--- config.mk ---
export PLATFORM = sky130hd
export DESIGN_NAME = seu_gate_classifier
export DESIGN_NICKNAME = d
export VERILOG_FILES = /design/src/rtl/seu_cls_pkg.sv /design/src/rtl/seu_level_map.sv /design/src/rtl/seu_lane_enable.sv /design/src/rtl/seu_dominance.sv /design/src/rtl/seu_gate_classifier.sv
export SDC_FILE = /design/constraint.sdc
export NUM_CORES = 1
export LEC_CHECK = 0
export BUFFER_PORTS_ARGS = -buffer_cell sky130_fd_sc_hd__buf_2
export CAP_MARGIN = 0
export CORE_MARGIN = 2
export CORE_UTILIZATION = 33
export DETAILED_ROUTE_END_ITERATION = 8
export PLACE_DENSITY = 0.62
export SYNTH_ARGS = -nofsm -noshare
export SYNTH_HDL_FRONTEND = slang
export SYNTH_SLANG_ARGS = --single-unit
--- constraint.sdc ---
create_clock -name clk -period 7.4 [get_ports clk]
set_input_delay 1.11 -clock clk [delete_from_list [all_inputs] [get_ports clk]]
set_output_delay 1.11 -clock clk [all_outputs]
set_load 0.01 [all_outputs]
--- src/rtl/seu_cls_pkg.sv ---
package seu_cls_pkg;

  typedef enum logic [2:0] {
    GK_AND   = 3'd0,
    GK_NAND  = 3'd1,
    GK_OR    = 3'd2,
    GK_NOR   = 3'd3,
    GK_XOR   = 3'd4,
    GK_XNOR  = 3'd5,
    GK_NOT   = 3'd6,
    GK_SPARE = 3'd7
  } gate_kind_e;

  // Gate kinds whose output can be pinned by one input value.
  function automatic logic kind_has_dominance(gate_kind_e k);
    return (k == GK_AND) || (k == GK_NAND) || (k == GK_OR) || (k == GK_NOR);
  endfunction

  // Level that pins the output: 1 for the OR family, 0 for the AND family.
  function automatic logic kind_dominant_level(gate_kind_e k);
    return (k == GK_OR) || (k == GK_NOR);
  endfunction

endpackage

--- src/rtl/seu_level_map.sv ---
module seu_level_map #(
  parameter int N_IN = 8,
  parameter int PW   = 16
) (
  input  logic [N_IN*PW-1:0] prob,
  input  logic [PW-1:0]      thresh,
  output logic [N_IN-1:0]    level
);
  for (genvar g = 0; g < N_IN; g++) begin : g_lane
    // Strictly above threshold reads as 1; a tie reads as 0.
    assign level[g] = prob[g*PW +: PW] > thresh;
  end
endmodule

--- src/rtl/seu_lane_enable.sv ---
module seu_lane_enable #(
  parameter int N_IN = 8,
  parameter int CW   = 4
) (
  input  logic [CW-1:0]   count,
  output logic [N_IN-1:0] lane_ok
);
  // A count beyond N_IN simply enables every lane.
  for (genvar g = 0; g < N_IN; g++) begin : g_en
    assign lane_ok[g] = int'(count) > g;
  end
endmodule

--- src/rtl/seu_dominance.sv ---
module seu_dominance
  import seu_cls_pkg::*;
#(
  parameter int N_IN = 8
) (
  input  gate_kind_e      kind,
  input  logic            last,
  input  logic [N_IN-1:0] level,
  input  logic [N_IN-1:0] lane_ok,
  output logic [N_IN-1:0] mask,
  output logic            sens,
  output logic            forced
);
  logic [N_IN-1:0] dom_hit;
  logic            dom_lvl;
  int unsigned     dom_cnt;

  always_comb begin
    dom_lvl = kind_dominant_level(kind);
    dom_hit = (dom_lvl ? level : ~level) & lane_ok;
    dom_cnt = $countones(dom_hit);
    forced  = last || !kind_has_dominance(kind);
    if (forced)            mask = lane_ok;
    else if (dom_cnt == 0) mask = lane_ok;
    else if (dom_cnt == 1) mask = dom_hit;
    else                   mask = '0;
    sens = forced || (mask != '0);
  end

  // The mask is empty, a single lane, or all enabled lanes.
  always_comb begin
    assert_mask_shape_R3: assert (mask == '0 || $onehot(mask) || mask == lane_ok);
  end
  // Mask bits never appear on lanes that are not in use.
  always_comb begin
    assert_mask_in_use_R8: assert ((mask & ~lane_ok) == '0);
  end
endmodule

--- src/rtl/seu_gate_classifier.sv ---
module seu_gate_classifier
  import seu_cls_pkg::*;
#(
  parameter int N_IN = 8,
  parameter int PW   = 16,
  parameter int CW   = 4
) (
  input  logic              clk,
  input  logic              rst,
  input  logic [2:0]        gate_kind,
  input  logic [CW-1:0]     in_count,
  input  logic [N_IN*PW-1:0] in_prob,
  input  logic [PW-1:0]     thresh,
  input  logic              last_stage,
  output logic              sens_q,
  output logic [N_IN-1:0]   mask_q
);
  localparam int PROB_BITS = N_IN * PW;

  logic [N_IN-1:0] lane_level;
  logic [N_IN-1:0] lane_ok;
  logic [N_IN-1:0] mask_d;
  logic            sens_d;
  logic            forced_d;
  gate_kind_e      kind;

  assign kind = gate_kind_e'(gate_kind);

  seu_level_map #(.N_IN(N_IN), .PW(PW)) i_level (
    .prob   (in_prob[PROB_BITS-1:0]),
    .thresh (thresh),
    .level  (lane_level)
  );

  seu_lane_enable #(.N_IN(N_IN), .CW(CW)) i_enable (
    .count   (in_count),
    .lane_ok (lane_ok)
  );

  seu_dominance #(.N_IN(N_IN)) i_dom (
    .kind    (kind),
    .last    (last_stage),
    .level   (lane_level),
    .lane_ok (lane_ok),
    .mask    (mask_d),
    .sens    (sens_d),
    .forced  (forced_d)
  );

  always_ff @(posedge clk) begin
    if (rst) begin
      sens_q <= 1'b0;
      mask_q <= '0;
    end else begin
      sens_q <= sens_d;
      mask_q <= mask_d;
    end
  end

  // Reset leaves both outputs cleared.
  assert_reset_clear_R9: assert property (@(posedge clk) disable iff (rst)
    $past(rst) |-> (!sens_q && mask_q == '0));

  // A last-level gate is reported sensitive one cycle later.
  assert_last_forced_R7: assert property (@(posedge clk) disable iff (rst)
    (!$past(rst) && $past(last_stage)) |-> (sens_q && mask_q == $past(lane_ok)));

  // Gate codes 4 to 7 are always sensitive on every in-use lane.
  assert_xor_class_R6: assert property (@(posedge clk) disable iff (rst)
    (!$past(rst) && $past(gate_kind) >= 3'd4) |-> (sens_q && mask_q == $past(lane_ok)));

  // Any reported lane implies a sensitive gate.
  assert_mask_implies_sens_R10: assert property (@(posedge clk) disable iff (rst)
    (mask_q != '0) |-> sens_q);

  // Registered mask stays within the lanes that were in use.
  assert_mask_bound_R8: assert property (@(posedge clk) disable iff (rst)
    !$past(rst) |-> ((mask_q & ~$past(lane_ok)) == '0));

  // A forced verdict is never dropped by the register stage.
  assert_forced_carry_R7: assert property (@(posedge clk) disable iff (rst)
    (!$past(rst) && $past(forced_d)) |-> sens_q);
endmodule

==> results of run 1 <==
final cells by class:
| type | count | area, um2 |
|---|---|---|
| fillers | 1148 | 6150 |
| multi-input cells | 387 | 3250 |
| repair buffers | 161 | 806 |
| flip-flops and latches | 9 | 180 |
| well taps | 140 | 175 |
| inverters | 36 | 135 |
| clock buffers | 4 | 45.0 |
cell usage after synthesis (2+ instances only):
cell / instances
or4_1: 2
nor2_1: 28
a2111o_1: 2
o21a_1: 6
o211ai_1: 8
a21o_1: 2
xnor2_1: 5
o31ai_1: 4
a21oi_1: 54
nand2_1: 28
nor2b_1: 7
o21ai_1: 2
xor2_1: 3
a2111oi_0: 2
o21ai_0: 18
and4_1: 4
a31o_2: 2
nand4_1: 23
nor3_1: 3
a211oi_1: 7
a311oi_1: 3
a211o_1: 2
nor3b_1: 2
ha_1: 134
nor4_1: 4
fa_1: 4
a31oi_1: 3
dfxtp_1: 9
inv_1: 36
nand3_1: 3
a2bb2oi_1: 2
flip-flops by register name, indices dropped and copies added (netlist names):
name,cells
mask_q,8
sens_q,1
cell families (layout without fill, tap and decap cells):
kind of cell	count (synthesis)	after routing	synth area share, %
compound gates	128	128	22.9
xor+xnor	8	8	1.94
fa+ha+maj	138	138	48.8
buf+inv	39	201	4.69
flops	9	9	5.00
simple gates	113	113	16.7
report_power, final:
group | internal [uW] | total [uW] | switching (uW) | leakage, uW
sequential | 61.3 | 63.6 | 2.30 | 0.0000753
clock | 37.3 | 53.8 | 16.5 | 0.0000228
combinational | 153 | 345 | 192 | 0.00230
total | 251 | 462 | 211 | 0.00240
layout by cell type (no fill, tap or decap), types with 3 or more instances in the layout:
cell type  count
a311oi_1       3
buf_2        161
nand3_1        3
o21a_1         6
nand2_1       28
dfxtp_1        9
ha_1         134
nand4_1       23
nor3_1         3
a31oi_1        3
clkbuf_8       3
xor2_1         3
a211oi_1       7
fa_1           4
a21oi_1       54
o21ai_0       18
xnor2_1        5
o31ai_1        4
nor4_1         4
and4_1         4
inv_1         36
o211ai_1       8
nor2b_1        7
nor2_1        28
stage by stage:
step	total power [uW]	utilization [%]
floorplan	290	-
global placement	395	42.3
detailed placement	409	42.3
CTS	466	42.8
global route	514	42.8
finish	462	42.8
critical path: cells and delay by family:
family / cells / cell delay [ns]
AO/OA/AOI/OAI: 7 / 1.69
XOR/XNOR: 1 / 0.23
AND/OR/NAND/NOR: 2 / 0.17
adder cells (fa/ha/maj): 6 / 2.24
buffers and inverters: 3 / 0.42
worst paths after layout:
path	startpoint	endpoint	slack, ns	depth (start not counted)
setup / recovery	thresh[5]	sens_q$_SDFF_PP0_	1.69	19
hold / removal	in_count[3]	mask_q[7]$_SDFF_PP0_	1.25	2
routing by layer:
metal,vias to the layer above,wire length (um)
li1,1998,-
met1,1738,4900
met2,129,5730
met3,23,819
met4,0,361
met5,-,0
==> run_results.csv, run 1 <==
group,metric,value,unit
floorplanning,core-area,10700,um2
global_routing,busiest_layer,"met2",
synthesis,synth_top_cell_area_share,46.5,%
sta,max_freq,175,MHz
cts,cts_tree,"built",
cts,clk_path_buf_depth,2,
cts,cts_sinks,9,
detailed_routing,wl_per_cell,16.0,um
hold_path,hp-class,"input pin to register",
synthesis,synth_edf_count,0,
synthesis,synth-main-ff-cell,"dfxtp_1",
sta,finalSetupViolCount,0,
place,pre_cts_slack,1.43,ns
global_routing,gr-usage-met1,22.9,%
cts,cts-root-buf,"clkbuf_8",
power,max-vdd-ir-drop,0.0970,mV
detailed_routing,drtIter0Drc,136,
power,p_per_area,101,nW/um2
floorplanning,die-area,11800,um2
finish,stdcell_count,737,
synthesis,synth_largest_area_cell,"ha_1",
detailed_routing,viasPerCell,5.28,
global_routing,grt_first_pass_wirelength,18300,um
place,placed_area,4550,um2
cts,cts_buffers,3,
place,gp_congestion,0.903,
finish,area_growth_syn_to_layout,27.5,%
sta,fin_ws,1.69,ns
finish,nets,890,
detailed_routing,vias,3888,
global_routing,grt_antenna_before_repair,1,
setup_path,arrival,5.86,ns
finish,fin_area,4600,um2
synthesis,ys_seq_elements,9,
floorplanning,fp.dieW,108,um
global_routing,met3_usage,3.86,%
global_routing,grtUsageTotal,19.8,%
detailed_routing,postRouteAntennaNets,0,
run_status,status,"complete, no violations",
cts,postCtsHoldBufs,0,
setup_path,critPathSlowestCell,"fa_1",
synthesis,netlist_instances,435,
global_routing,grt_pass1_vias,3950,
synthesis,ys.warnings.count,0,
sta,relSlewSlack,62.3,%
floorplanning,fp.dieH,108,um
detailed_routing,drt-pass1-iter-count,4,
flow_run,cap_violations,0,
detailed_routing,drc,0,
finish,num_antenna_cells,0,
floorplanning,fp-row-count,38,
place,port_buffers,161,
cts,clk_pin_slew,0.04,ns
setup_path,cp.required,7.55,ns
synthesis,syn_area,3600,um2
sta,hold_viol_final,0,
setup_path,crit_chain,"buf_2 -> inv_1 -> ha_1 -> a21oi_1 -> o21ai_0 -> a221o_1 -> o31ai_1 -> xor2_1 -> nor2_1 -> ha_1 -> fa_1 -> fa_1 -> ha_1 -> inv_1 -> fa_1 -> nand3b_1 -> o21a_1 -> o221a_1 -> a41oi_2",
synthesis,syn_nets,727,
sta,worstMarginPinSlew,0.562,ns
cts,cts.htree.levels,1,
synthesis,synth_cell_types,54,
setup_path,endpoint_kind,"register",
cts,cts_resized,0,
sta,slew_viol_final,0,
finish,drive_above_1_share,29.3,%
detailed_routing,totalWireLength,11800,um
synthesis,synth_area_leaders,"ha_1 (47%), a21oi_1 (7.5%), dfxtp_1 (5.0%)",
place,dp.cells,733,
global_routing,grt_max_degree,11,
place,dp.final_hpwl,10400,um
synthesis,async_reset_ff_share,0,%
sta,tns,0,ns
floorplanning,ios,163,
global_routing,grt_overflow,0,
cts,postCtsSetupBuffers,0,
setup_path,critPathMaxStageDelay,0.55,ns
sta,rsz0062_at_grt,"false",
synthesis,ys_seq_area_share,5.00,%
floorplanning,start_util,33.5,%
sta,post-route-period-util,77.2,%
power,leakage,0.00240,uW
setup_path,cp_max_fo,8,
sta,hold_ws,1.25,ns
setup_path,crit_type,"input pin to register",
sta,fin_crit,5.71,ns
synthesis,postSynthAreaPerCell,8.28,um2
setup_path,setup.worst_path.start_class,"input pin",
global_routing,grt_util_met2,36.1,%
No activity file was read; power rests on OpenSTA's default activity.
==> run 2: changes to the inputs <==
--- a/config.mk
+++ b/config.mk
@@ -5,12 +5,13 @@
 export SDC_FILE = /design/constraint.sdc
 export NUM_CORES = 1
 export LEC_CHECK = 0
+export ABC_AREA = 1
 export BUFFER_PORTS_ARGS = -buffer_cell sky130_fd_sc_hd__buf_2
 export CAP_MARGIN = 0
 export CORE_MARGIN = 2
 export CORE_UTILIZATION = 33
 export DETAILED_ROUTE_END_ITERATION = 8
-export PLACE_DENSITY = 0.62
+export PLACE_DENSITY = 0.61
 export SYNTH_ARGS = -nofsm -noshare
 export SYNTH_HDL_FRONTEND = slang
 export SYNTH_SLANG_ARGS = --single-unit
==> constraint.sdc (replaced) <==
create_clock -name clk -period 5.8 [get_ports clk]
set_input_delay 0.87 -clock clk [delete_from_list [all_inputs] [get_ports clk]]
set_output_delay 0.87 -clock clk [all_outputs]
set_load 0.01 [all_outputs]
==> run 2 against run 1 <==
  * Via count increased by 8.1%
  * Clock-buffer cell count unchanged
  * Highest routed layer unchanged
  * Core utilization increased by 0.14 points
  * Non-clock buffer count unchanged
  * Critical path depth increased by 12
  * Global-route usage decreased by 0.16 points
  * Clock power increased by 120%
  * Sequential power increased by 25%
  * Total power increased by 43%
  * Combinational power increased by 33%
==> run_results.csv, run 2 <==
group,metric,value,unit
run_status,status,"complete, no violations",
synthesis,synth_cell_types,26,
synthesis,ys_seq_area_share,4.72,%
synthesis,synth_area_leaders,"ha_1 (44%), nand2_1 (14%), a21oi_1 (8.7%)",
cts,cts_buffers,3,
power,p_per_area,135,nW/um2
cts,clk_path_buf_depth,2,
hold_path,hp-class,"input pin to register",
place,port_buffers,161,
cts,cts_sinks,9,
synthesis,synth_top_cell_area_share,43.9,%
finish,multi_input_area,3350,um2
global_routing,grt_first_pass_wirelength,19800,um
global_routing,grt_antenna_before_repair,1,
floorplanning,fp.dieH,112,um
detailed_routing,vias,4204,
sta,hold_viol_final,0,
finish,mostFrequentLayoutCells,"buf_2 (161), nand2_1 (140), ha_1 (134)",
synthesis,netlist_instances,565,
sta,fin_crit,5.21,ns
detailed_routing,wl_per_cell,14.0,um
floorplanning,start_util,33.6,%
setup_path,endpoint_kind,"register",
setup_path,arrival,5.34,ns
cts,postCtsSetupBuffers,0,
finish,nets,1022,
detailed_routing,drt-pass1-iter-count,4,
sta,worstMarginPinSlew,0.400,ns
finish,reg_top3,"mask_q (8), sens_q (1)",
detailed_routing,drc,0,
synthesis,synth_largest_area_cell,"ha_1",
sta,relSlewSlack,73.1,%
finish,mostFrequentLayoutCell,"buf_2",
sta,finalSetupViolCount,0,
synthesis,postSynthAreaPerCell,6.75,um2
flow_run,cap_violations,0,
setup_path,cp.required,5.93,ns
finish,utilization,42.9,%
synthesis,ys_seq_elements,9,
finish,area_growth_syn_to_layout,27.8,%
floorplanning,fp.dieW,112,um
setup_path,crit_family,"adder cells",
synthesis,syn_area,3820,um2
place,dp.final_hpwl,11000,um
detailed_routing,viasPerCell,4.82,
setup_path,cp_max_fo,8,
cts,cts-root-buf,"clkbuf_16",
synthesis,yosysMostFrequentCell,"nand2_1",
synthesis,syn_nets,857,
finish,fillers,1171,
detailed_routing,totalWireLength,12200,um
setup_path,crit_type,"input pin to register",
cts,cts.htree.levels,1,
synthesis,async_reset_ff_share,0,%
setup_path,setup.worst_path.start_class,"input pin",
detailed_routing,drtIter0Drc,144,
synthesis,yosys-top-cells-count,"nand2_1 (140), ha_1 (134), inv_1 (71)",
sta,tns,0,ns
sta,post-route-period-util,89.9,%
cts,cts_resized,0,
floorplanning,core-area,11400,um2
setup_path,critPathMaxStageDelay,0.42,ns
global_routing,grt_overflow,0,
finish,regArea,180,um2
finish,largest-register,"mask_q",
cts,cts_tree,"built",
global_routing,grt_max_degree,10,
finish,drive_above_1_share,25.7,%
sta,max_freq,192,MHz
floorplanning,fp-row-count,39,
detailed_routing,postRouteAntennaNets,0,
synthesis,ys.warnings.count,0,
cts,clk_pin_slew,0.04,ns
synthesis,synth-main-ff-cell,"dfxtp_1",
power,max-vdd-ir-drop,0.0994,mV
place,gp_congestion,0.947,
finish,largest_register_ffs,8,
synthesis,synth_edf_count,0,
cts,postCtsHoldBufs,0,
floorplanning,ios,163,
power,leakage,0.00288,uW
sta,slew_viol_final,0,
floorplanning,die-area,12400,um2
setup_path,cp_num_buf_inv,7,
setup_path,critPathSlowestCell,"fa_1",
setup_path,path_common_cell,"nand2_1",
global_routing,grt_pass1_vias,4278,
sta,rsz0062_at_grt,"false",
global_routing,grtUsageTotal,19.6,%
run 2: cell count changes in the layout (fill, tap and decap cells not counted), moves of 8 or more:
cell / previous run / this run
nand3_1: 3 / 26
nor2_1: 28 / 46
o211ai_1: 8 / 0
nand2_1: 28 / 140
a21oi_1: 54 / 66
nand4_1: 23 / 10
inv_1: 36 / 71
run 2: kinds of logic after synthesis:
kind of cell / count (synthesis) / share of synthesized area (%)
and+or+nand+nor: 244 / 28.1
adders and majority gates: 138 / 46.0
AOI/OAI and AO/OA: 97 / 13.6
buffers and inverters: 77 / 7.57
DFF: 9 / 4.72
run 2: worst paths after layout:
check,from,to,cells past startpoint
worst max-delay path,thresh[9],sens_q$_SDFF_PP0_,31
worst min-delay path,rst,mask_q[7]$_SDFF_PP0_,2
run 2: per-layer routing:
layer | global-route usage, % | part of all wire, %
met1 | 25.2 | 44
met4 | 5.19 | 2.6
met2 | 35.0 | 47
met5 | 0 | 0
met3 | 1.91 | 7.1
run 2: final cells by class:
type | count | area share, %
antenna | 1 | 0.0513
clock buffer | 4 | 1.62
inverter | 76 | 5.85
multi-input combinational | 479 | 68.6
sequential | 9 | 3.69
tap | 143 | 3.67
timing repair buffer | 161 | 16.5
run 2: power breakdown:
group	internal (uW)	switching, uW	total [uW]
clock network	91.7	28.2	120
logic	188	273	460
registers	75.9	3.58	79.4
run 2: stage by stage:
step                      area [um2]  hold slack (ns)  setup slack, ns  cells  power, uW
after global placement          4800             1.15            0.416    868        523
after detailed placement        4800             1.14            0.350    868        541
final                           4880            0.909            0.585    873        660
after floorplan                 3820             1.06             1.13    565        382
after global routing            4880            0.920            0.190    873        743
after CTS                       4880            0.900            0.586    872        663
